**src/rtl/cmx_pkg.sv**
```systemverilog
package cmx_pkg;
  localparam int unsigned NROW  = 3;
  localparam int unsigned NCOL  = 4;
  localparam int unsigned NCOEF = NROW * NCOL;
  localparam int unsigned MW    = 3;
  localparam int unsigned SW    = 4;
  localparam logic [SW-1:0] STAT_MODE_IDX = 4'd9;

  typedef enum logic [MW-1:0] {
    CMX_BYPASS = 3'd0,
    CMX_BANK_A = 3'd4,
    CMX_BANK_B = 3'd5
  } cmx_mode_e;

  function automatic logic mode_is_legal(input logic [MW-1:0] m);
    return (m == CMX_BYPASS) || (m == CMX_BANK_A) || (m == CMX_BANK_B);
  endfunction
endpackage

```
**src/rtl/cmx_coef_banks.sv**
```systemverilog
module cmx_coef_banks
  import cmx_pkg::*;
#(
  parameter int unsigned CW   = 16,
  parameter int unsigned FRAC = 13
) (
  input  logic                 clk,
  input  logic                 rst_n,
  input  logic                 cfg_we,
  input  logic                 cfg_bank,
  input  logic [SW-1:0]        cfg_idx,
  input  logic [CW-1:0]        cfg_data,
  input  logic                 mode_we,
  input  logic [MW-1:0]        mode_val,
  input  logic                 frame_start,
  output cmx_mode_e            active_mode,
  output logic [1:0]           bank_wr_en,
  output logic signed [CW-1:0] sel_coef [NCOEF]
);
  localparam logic [CW-1:0] UNITY = CW'(1) << FRAC;

  logic signed [CW-1:0] bank_q [2][NCOEF];
  cmx_mode_e pend_q, pend_d, act_q;
  logic idx_ok;

  function automatic logic [CW-1:0] reset_coef(input int i);
    return (i % (NCOL + 1) == 0) ? UNITY : '0;
  endfunction

  assign idx_ok = cfg_idx < SW'(NCOEF);
  assign pend_d = (mode_we && mode_is_legal(mode_val)) ? cmx_mode_e'(mode_val) : pend_q;

  always_ff @(posedge clk or negedge rst_n) begin
    if (!rst_n) begin
      pend_q <= CMX_BYPASS;
      act_q  <= CMX_BYPASS;
    end else begin
      pend_q <= pend_d;
      if (frame_start) act_q <= pend_d;
    end
  end

  generate
    for (genvar b = 0; b < 2; b++) begin : g_bank
      localparam cmx_mode_e OWN_MODE = (b == 0) ? CMX_BANK_A : CMX_BANK_B;
      assign bank_wr_en[b] = cfg_we && (cfg_bank == 1'(b)) && idx_ok && (act_q != OWN_MODE);

      always_ff @(posedge clk or negedge rst_n) begin
        if (!rst_n) begin
          for (int i = 0; i < int'(NCOEF); i++) bank_q[b][i] <= reset_coef(i);
        end else if (bank_wr_en[b]) begin
          bank_q[b][cfg_idx] <= cfg_data;
        end
      end
    end

    for (genvar i = 0; i < int'(NCOEF); i++) begin : g_sel
      assign sel_coef[i] = (act_q == CMX_BANK_B) ? bank_q[1][i] : bank_q[0][i];
    end
  endgenerate

  assign active_mode = act_q;
endmodule

```
**src/rtl/cmx_row.sv**
```systemverilog
module cmx_row #(
  parameter int unsigned DW   = 10,
  parameter int unsigned CW   = 16,
  parameter int unsigned FRAC = 13
) (
  input  logic                 clk,
  input  logic                 rst_n,
  input  logic                 adv,
  input  logic                 s1_byp,
  input  logic [DW-1:0]        s1_x0,
  input  logic [DW-1:0]        s1_x1,
  input  logic [DW-1:0]        s1_x2,
  input  logic [DW-1:0]        s1_self,
  input  logic signed [CW-1:0] k0,
  input  logic signed [CW-1:0] k1,
  input  logic signed [CW-1:0] k2,
  input  logic signed [CW-1:0] k3,
  output logic [DW-1:0]        y
);
  localparam int unsigned AW = CW + DW + 3;
  localparam logic signed [AW-1:0] HALF = {{(AW-1){1'b0}}, 1'b1} << (FRAC - 1);
  localparam logic signed [AW-1:0] MAXV = {{(AW-DW){1'b0}}, {DW{1'b1}}};

  function automatic logic signed [AW-1:0] mac_row(
    input logic [DW-1:0] a0, a1, a2,
    input logic signed [CW-1:0] w0, w1, w2, w3);
    logic signed [AW-1:0] sa0, sa1, sa2, sw0, sw1, sw2, sw3;
    sa0 = {{(AW-DW){1'b0}}, a0};
    sa1 = {{(AW-DW){1'b0}}, a1};
    sa2 = {{(AW-DW){1'b0}}, a2};
    sw0 = {{(AW-CW){w0[CW-1]}}, w0};
    sw1 = {{(AW-CW){w1[CW-1]}}, w1};
    sw2 = {{(AW-CW){w2[CW-1]}}, w2};
    sw3 = {{(AW-CW){w3[CW-1]}}, w3};
    return sw0 * sa0 + sw1 * sa1 + sw2 * sa2 + (sw3 <<< DW);
  endfunction

  function automatic logic [DW-1:0] round_sat(input logic signed [AW-1:0] acc);
    logic signed [AW-1:0] q;
    q = (acc + HALF) >>> FRAC;
    if (q < 0) return '0;
    if (q > MAXV) return '1;
    return q[DW-1:0];
  endfunction

  logic signed [AW-1:0] acc_q;
  logic                 byp_q;
  logic [DW-1:0]        pass_q, y_q;

  always_ff @(posedge clk or negedge rst_n) begin
    if (!rst_n) begin
      acc_q  <= '0;
      byp_q  <= 1'b1;
      pass_q <= '0;
      y_q    <= '0;
    end else if (adv) begin
      acc_q  <= mac_row(s1_x0, s1_x1, s1_x2, k0, k1, k2, k3);
      byp_q  <= s1_byp;
      pass_q <= s1_self;
      y_q    <= byp_q ? pass_q : round_sat(acc_q);
    end
  end

  assign y = y_q;
endmodule

```
**src/rtl/color_matrix_xform.sv**
```systemverilog
module color_matrix_xform
  import cmx_pkg::*;
#(
  parameter int unsigned DW   = 10,
  parameter int unsigned CW   = 16,
  parameter int unsigned FRAC = 13
) (
  input  logic          clk,
  input  logic          rst_n,
  input  logic          cfg_we,
  input  logic          cfg_bank,
  input  logic [SW-1:0] cfg_idx,
  input  logic [CW-1:0] cfg_data,
  input  logic          mode_we,
  input  logic [MW-1:0] mode_val,
  input  logic          frame_start,
  input  logic [SW-1:0] stat_idx,
  output logic [MW-1:0] stat_data,
  input  logic          in_valid,
  output logic          in_ready,
  input  logic [DW-1:0] in_ch0,
  input  logic [DW-1:0] in_ch1,
  input  logic [DW-1:0] in_ch2,
  output logic          out_valid,
  input  logic          out_ready,
  output logic [DW-1:0] out_ch0,
  output logic [DW-1:0] out_ch1,
  output logic [DW-1:0] out_ch2
);
  cmx_mode_e            active_mode;
  logic [1:0]           bank_wr_en;
  logic signed [CW-1:0] sel_coef [NCOEF];

  logic                 adv, s1_v, s2_v, s3_v, s1_byp;
  logic [DW-1:0]        s1_px [NROW];
  logic signed [CW-1:0] s1_coef [NCOEF];
  logic [DW-1:0]        row_y [NROW];

  cmx_coef_banks #(.CW(CW), .FRAC(FRAC)) u_banks (
    .clk(clk), .rst_n(rst_n),
    .cfg_we(cfg_we), .cfg_bank(cfg_bank), .cfg_idx(cfg_idx), .cfg_data(cfg_data),
    .mode_we(mode_we), .mode_val(mode_val), .frame_start(frame_start),
    .active_mode(active_mode), .bank_wr_en(bank_wr_en), .sel_coef(sel_coef)
  );

  assign adv       = !s3_v || out_ready;
  assign in_ready  = adv;
  assign out_valid = s3_v;
  assign stat_data = (stat_idx == STAT_MODE_IDX) ? active_mode : '0;

  always_ff @(posedge clk or negedge rst_n) begin
    if (!rst_n) begin
      s1_v <= 1'b0;
      s2_v <= 1'b0;
      s3_v <= 1'b0;
    end else if (adv) begin
      s1_v <= in_valid;
      s2_v <= s1_v;
      s3_v <= s2_v;
    end
  end

  always_ff @(posedge clk or negedge rst_n) begin
    if (!rst_n) begin
      s1_byp <= 1'b1;
      for (int r = 0; r < int'(NROW); r++) s1_px[r] <= '0;
      for (int i = 0; i < int'(NCOEF); i++) s1_coef[i] <= '0;
    end else if (adv && in_valid) begin
      s1_byp   <= (active_mode == CMX_BYPASS);
      s1_px[0] <= in_ch0;
      s1_px[1] <= in_ch1;
      s1_px[2] <= in_ch2;
      for (int i = 0; i < int'(NCOEF); i++) s1_coef[i] <= sel_coef[i];
    end
  end

  generate
    for (genvar r = 0; r < int'(NROW); r++) begin : g_row
      cmx_row #(.DW(DW), .CW(CW), .FRAC(FRAC)) u_row (
        .clk(clk), .rst_n(rst_n), .adv(adv), .s1_byp(s1_byp),
        .s1_x0(s1_px[0]), .s1_x1(s1_px[1]), .s1_x2(s1_px[2]), .s1_self(s1_px[r]),
        .k0(s1_coef[NCOL*r]), .k1(s1_coef[NCOL*r+1]),
        .k2(s1_coef[NCOL*r+2]), .k3(s1_coef[NCOL*r+3]),
        .y(row_y[r])
      );
    end
  endgenerate

  assign out_ch0 = row_y[0];
  assign out_ch1 = row_y[1];
  assign out_ch2 = row_y[2];
endmodule

```
**config.mk**
```make
export PLATFORM = sky130hd
export DESIGN_NAME = color_matrix_xform
export DESIGN_NICKNAME = d
export VERILOG_FILES = /design/src/rtl/cmx_pkg.sv /design/src/rtl/cmx_coef_banks.sv /design/src/rtl/cmx_row.sv /design/src/rtl/color_matrix_xform.sv
export SDC_FILE = /design/constraint.sdc
export NUM_CORES = 2
export LEC_CHECK = 0
export ABC_AREA = 1
export CORE_MARGIN = 8
export CORE_UTILIZATION = 40
export DETAILED_ROUTE_END_ITERATION = 8
export SLEW_MARGIN = 20
export SYNTH_ARGS = -nofsm -noshare
export SYNTH_HDL_FRONTEND = slang
export SYNTH_SLANG_ARGS = --single-unit
```
**constraint.sdc**
```tcl
create_clock -name clk -period 10.2 [get_ports clk]
set_input_delay 3.06 -clock clk [delete_from_list [all_inputs] [get_ports clk]]
set_output_delay 3.06 -clock clk [all_outputs]
set_load 0.1 [all_outputs]
```
# Word-level counts from Yosys, hierarchy flattened

Cells that the tools add are included.

Register bits: 764
Output and inout bits: 35

Bitwise operators: 2
Add/subtract/negate cells: 12
Order comparisons: 9
Multiply operators: 9
Reduce and logical (&&, ||, !) cells: 15
Muxes and demuxes: 48
Equality and inequality tests: 6

Operators by type and width:

| cell                                                     | count |
|---|---|
| bitwise mux 192 bit                                      | 2 |
| multiplier 16 x 11 -> 27 bit                             | 9 |
| two-way mux 16 bit                                       | 13 |
| adder 29 bit                                             | 6 |
| two-way mux 10 bit                                       | 15 |
| adder 29 x 14 -> 29 bit, second input constant           | 3 |
| adder 29 x 26 -> 29 bit                                  | 3 |
| demux 16 bit (select 4 bit)                              | 1 |
| > comparator 16 x 11 -> 1 bit, second input constant     | 3 |
| < comparator 16 x 1 -> 1 bit, second input constant      | 3 |
| two-way mux 1 bit                                        | 15 |
| equality test 3 bit, second input constant               | 3 |
| logical AND 1 bit                                        | 9 |
| logical NOT 3 bit                                        | 2 |
| two-way mux 3 bit                                        | 2 |
| != test 3 bit, second input constant                     | 2 |
| greater-or-equal comparator 5 bit, second input constant | 1 |
| < comparator 5 x 1 -> 1 bit, second input constant       | 1 |
| NOT 4 -> 5 bit                                           | 1 |
| equality test 4 bit, second input constant               | 1 |
| < comparator 4 bit, second input constant                | 1 |
| logical OR 1 bit                                         | 3 |
| logical NOT 1 bit                                        | 1 |
| NOT 1 bit                                                | 1 |

# Longest topological paths before layout

Word-level depth: 9
Mapped depth: 40
Depth with buffers taken out: 38

# Modules after synthesis

From an unflattened synthesis, not the netlist that was laid out.

Cells, all modules: 11724
Area, all modules: 92698.9 um^2

Modules (own cells, without submodules):

| module                    | seq. area each (um^2) | cells each | instances | area each (um^2) |
|---|---|---|---|---|
| cmx_row at g_row[1].u_row | 952.2                 | 2801       | 1         | 21916.0 |
| cmx_row at g_row[0].u_row | 952.2                 | 2802       | 1         | 21908.5 |
| cmx_row at g_row[2].u_row | 952.2                 | 2748       | 1         | 21729.6 |
| cmx_coef_banks            | 9766.9                | 2384       | 1         | 18151.2 |
| color_matrix_xform        | 5656.7                | 989        | 1         | 8993.6 |

# Worst setup path before layout

Ideal clock, no wire load.

Path type: input to output
From: input out_ready
To: output in_ready
Path buffers: 3
Data arrival time: 4.746 ns
Setup slack: 2.394 ns
Required time: 7.140 ns
Stages: 5
Cell sequence: nor2_1 -> inv_1 -> clkbuf_1 -> clkbuf_1 -> buf_1

Word-level cells in the longest chain between the ends: 1

Ends and longest elaborated chain:

| element            | line                     | source |
|---|---|---|
| start: declaration | color_matrix_xform.sv:25 | `input logic out_ready,` |
| logical OR 1 bit   | color_matrix_xform.sv:46 | `assign adv = !s3_v \|\| out_ready;` |
| end: declaration   | color_matrix_xform.sv:20 | `output logic in_ready,` |

Every way passes these cells.

# Worst setup path in the final report

From: register s1_px[3] (netlist name)
To: register g_row[0].u_row.acc_q[21]

Word-level cells in the longest chain between the ends: 3

Ends and longest elaborated chain:

| element                      | line                     | source |
|---|---|---|
| start: declaration           | color_matrix_xform.sv:35 | `logic [DW-1:0] s1_px [NROW];` |
| multiplier 16 x 11 -> 27 bit | cmx_row.sv:35            | `return sw0 * sa0 + sw1 * sa1 + sw2 * sa2 + (sw3 <<< DW);` |
| adder 29 bit                 | cmx_row.sv:35            |  |
| adder 29 x 26 -> 29 bit      | cmx_row.sv:35            |  |
| end signal: assignment       | cmx_row.sv:57            | `acc_q <= mac_row(s1_x0, s1_x1, s1_x2, k0, k1, k2, k3);` |
| end: declaration             | cmx_row.sv:46            | `logic signed [AW-1:0] acc_q;` |

Every way passes these cells.
A chain may end at the register's enable or synchronous reset.

==> tab_implementation.tex <==
\begin{tabular}{lr}
\hline
Metric & Value \\
\hline
\multicolumn{2}{l}{\textbf{Final layout}} \\
\quad Sequential Area & 18300 um2 \\
\quad Area grow syn2layout & 7.26\% \\
\quad Commonest cells after routing, fill and taps aside & sky130\_fd\_sc\_hd\_\_nand2\_1, sky130\_fd\_sc\_hd\_\_inv\_1, sky130\_fd\_sc\_hd\_\_fa\_1 \\
\quad Filler Cells Inserted & 23800 \\
\quad Area of combinational cells with multiple inputs & 63200 um2 \\
\quad Share of the core filled with cells & 0.430 \\
\quad Most frequent standard cell in the layout excluding fill and tap cells & sky130\_fd\_sc\_hd\_\_nand2\_1 \\
\quad Final net count & roughly 14000 \\
\quad Share of final-layout standard cells stronger than drive strength 1 & 0.0280 \\
\multicolumn{2}{l}{\textbf{STA}} \\
\quad Final number of hold-violating endpoints & 0 \\
\quad Part of the cycle the worst path needs & 0.829 \\
\quad Final max-slew violation count & 0 \\
\quad Actual slew at the worst max-slew pin & 1.12 ns \\
\quad Setup violation total in the final timing report & 0 \\
\quad Final Hold Slack & between 0.4 and 0.5 ns \\
\quad Max-Slew Margin vs Limit & 0.255 \\
\quad Setup Skew & 0.0538 ns \\
\quad Maximum achievable frequency & around 0.12 GHz \\
\quad Shortest clock period the worst path allows after layout & 8.46 ns \\
\quad RSZ-0062 raised after global routing & no \\
\quad Final-layout setup total negative slack & 0 ns \\
\multicolumn{2}{l}{\textbf{Critical path}} \\
\quad Kind of end point of the critical path & flop \\
\quad Required time of the worst setup path & 10.81 ns \\
\quad Worst reg2reg setup slack & 1.74 ns \\
\quad Worst Path Arrival & around 9.1 ns \\
\quad Startpoint kind of the worst setup timing path & flop \\
\quad Highest net fanout along the worst path & 37 \\
\quad Setup Crit Path Kind & flop to flop \\
\multicolumn{2}{l}{\textbf{Clocking}} \\
\quad Buffers inserted during post-CTS setup optimization & 0 \\
\quad CTS Sinks & roughly 730 \\
\quad Count of H-tree levels built during CTS & 3 \\
\quad Cts hold-fix bufs & 0 \\
\quad Number of gates given a new drive strength after cts & 0 \\
\quad Clock latency on the worst-skew pair & 0.75 ns \\
\quad Maximum clock insertion buffer count & 3 \\
\quad CTS tree & yes \\
\quad Clock root buffer & sky130\_fd\_sc\_hd\_\_clkbuf\_16 \\
\quad Clock buffers created by TritonCTS & 89 \\
\quad Clock-pin slew on the worst setup and hold paths & 0.06 ns \\
\multicolumn{2}{l}{\textbf{Global route}} \\
\quad Largest net degree at the start of global routing & 151 \\
\quad Global route total overflow & 0 \\
\quad Wire length of the first global-routing pass & 437000 um \\
\quad Number of global-route vias before repair & 74600 \\
\quad Number of antenna violations at the first check in global routing & 19 \\
\quad Gr usage total & 0.221 \\
\multicolumn{2}{l}{\textbf{Drt}} \\
\quad Number of vias per cell & between 4 and 5 \\
\quad Post-route DRC violation count & 0 \\
\quad Routed WL & between 200000 and 300000 um \\
\quad Post-route antenna net violation count & 0 \\
\quad Total iterations of the first detailed-routing run & 6 \\
\quad Total vias in the final route & 73800 \\
\quad Number of violations reported at the end of detailed-routing iteration 0 & 6050 \\
\quad Routed wire per std cell & between 15 and 20 um \\
\multicolumn{2}{l}{\textbf{Yosys}} \\
\quad Per-instance average area after synthesis & approximately 8 um2 \\
\quad Post-synth net total & 14200 \\
\quad Count of warnings emitted by yosys & 0 \\
\quad Post-Syn Instances & 12000 \\
\quad Register bit count reported by yosys & 728 \\
\quad Unique cell type count in the Yosys netlist & 51 \\
\quad Area of the mapped netlist & 94100 um2 \\
\quad Share of synthesized area occupied by flip-flops and latches & 0.194 \\
\multicolumn{2}{l}{\textbf{Outcome}} \\
\quad Result of the run & complete, no violations \\
\multicolumn{2}{l}{\textbf{Floorplan}} \\
\quad Standard-cell rows & 178 \\
\quad Vertical extent of the die & between 500 and 600 um \\
\quad Number of top-level pins & 100 \\
\quad Core outline area & 235000 um2 \\
\quad Starting density of the core & 0.401 \\
\quad Die X-Extent & $\sim$500 um \\
\quad Die Outline Area & 251000 um2 \\
\multicolumn{2}{l}{\textbf{Run}} \\
\quad Max-cap viol count & 0 \\
\multicolumn{2}{l}{\textbf{Place}} \\
\quad Number of buffers inserted by port buffering & 99 \\
\quad Routability-driven placement congestion ratio & between 0.9 and 1 \\
\quad Estimated wirelength of the detail-placed design & 212000 um \\
\multicolumn{2}{l}{\textbf{Worst hold path}} \\
\quad Worst Hold Class & flop to flop \\
\hline
\end{tabular}
cells by family after synthesis:
kind of cell | Yosys count | synth area share
XOR/XNOR | 292 | 0.0272
adder cells (fa/ha/maj) | 2091 | 0.393
buffers and inverters | 3396 | 0.136
AND/OR/NAND/NOR | 3968 | 0.165
flip-flops | 728 | 0.194
AO/OA/AOI/OAI | 1523 | 0.0856
cell type report:
cell class                 instances  share of cell area
antenna                            5            0.000124
clock buffer                     125              0.0255
clock inverter                    41             0.00517
inverter                        2845               0.106
multi-input combinational       7874               0.626
sequential                       728               0.181
tap                             3150              0.0391
timing repair buffer             185              0.0174
worst paths after layout:
kind / start / end / depth (start not counted)
max: s1_px[3]$_DFFE_PN0P_ / g_row[0].u_row.acc_q[21]$_DFFE_PN0N_ / 27
min: u_banks.active_mode[0]$_DFFE_PN0P_ / s1_byp$_DFFE_PN1P_ / 1
max reg2reg: s1_px[3]$_DFFE_PN0P_ / g_row[0].u_row.acc_q[21]$_DFFE_PN0N_ / 27
min reg2reg: u_banks.active_mode[0]$_DFFE_PN0P_ / s1_byp$_DFFE_PN1P_ / 1
max in group asynchronous: rst_n / u_banks.bank_q[7]$_DFFE_PN0P_ / 3
min in group asynchronous: rst_n / g_row[0].u_row.acc_q[19]$_DFFE_PN0N_ / 1
cells in the mapped netlist, drive strengths merged:
cell type	n	area, um2
nand2	3061	11500
inv	2845	10700
fa	1437	28800
o21ai	971	4860
dfrtp	720	18000
ha	654	8180
nor2	537	2020
clkbuf	531	1990
a21oi	376	1890
nand3	224	1140
xor2	161	1410
xnor2	131	1150
o21bai	59	443
nor3	51	270
nand4	46	288
a21o	36	270
a31oi	31	194
buf	19	85.1
nor4	18	113
nand3b	14	105
a21boi	11	82.6
a211oi	10	75.1
or2	10	62.6
dfstp	8	210
a221oi	5	43.8
o211ai	5	37.5
and2	4	26.3
o31ai	4	30.0
a31o	3	26.3
o21a	3	22.5
nor3b	2	15.0
o2111ai	2	17.5
o221ai	2	17.5
a22oi	1	7.51
a311oi	1	8.76
and3	1	6.26
clkdlybuf4s15	1	10.0
o211a	1	10.0
o22ai	1	6.26
o41ai	1	8.76
routing by layer:
metal	global-route usage	part of all wire	up-vias
li1	-	-	35000
met5	0	0.000084	-
met3	0.0335	0.070	309
met2	0.341	0.44	2078
met1	0.326	0.47	36300
met4	0.0548	0.024	4
critical path: stages, from the launching register on:
cell                       delay, ns
sky130_fd_sc_hd__dfrtp_2        1.05
sky130_fd_sc_hd__nand2_1        0.18
sky130_fd_sc_hd__fa_1           0.53
sky130_fd_sc_hd__fa_1           0.51
sky130_fd_sc_hd__inv_1          0.05
sky130_fd_sc_hd__fa_1           0.48
sky130_fd_sc_hd__fa_1           0.48
sky130_fd_sc_hd__inv_1          0.05
sky130_fd_sc_hd__fa_1           0.48
sky130_fd_sc_hd__inv_1          0.05
sky130_fd_sc_hd__ha_1           0.37
sky130_fd_sc_hd__nand2_1        0.12
sky130_fd_sc_hd__nor2_1         0.20
sky130_fd_sc_hd__inv_1          0.06
sky130_fd_sc_hd__o21ai_0        0.32
sky130_fd_sc_hd__a21oi_1        0.14
sky130_fd_sc_hd__xnor2_1        0.61
sky130_fd_sc_hd__fa_1           0.55
sky130_fd_sc_hd__fa_1           0.44
sky130_fd_sc_hd__ha_1           0.36
sky130_fd_sc_hd__a21oi_1        0.18
sky130_fd_sc_hd__a21boi_0       0.40
sky130_fd_sc_hd__nor2_1         0.08
sky130_fd_sc_hd__nor2_1         0.10
sky130_fd_sc_hd__nand3_1        0.10
sky130_fd_sc_hd__or2_2          0.28
sky130_fd_sc_hd__nand3_1        0.06
sky130_fd_sc_hd__o21ai_0        0.08
flip-flops by register name, summed over array words and instances, names as in the netlist:
signal,count
s1_v,1
s1_coef,192
g_row.u_row.pass_q,30
u_banks.pend_q,3
s1_byp,1
u_banks.active_mode,3
g_row.u_row.byp_q,1
g_row.u_row.acc_q,51
out_valid,1
u_banks.bank_q,384
s1_px,30
g_row.u_row.y,30
s2_v,1
through the flow:
step,cells,setup WS (ns),instance area (um2)
4_1_cts,14900,1.83,101000
3_3_place_gp,14800,1.81,97800
6_report,15000,1.74,101000
5_1_grt,14900,1.27,101000
2_1_floorplan,12000,2.39,94100
3_5_place_dp,14800,1.85,97800
Power is not shown: default switching activity piles up to over one toggle a cycle in this logic, so the estimate is an artifact.
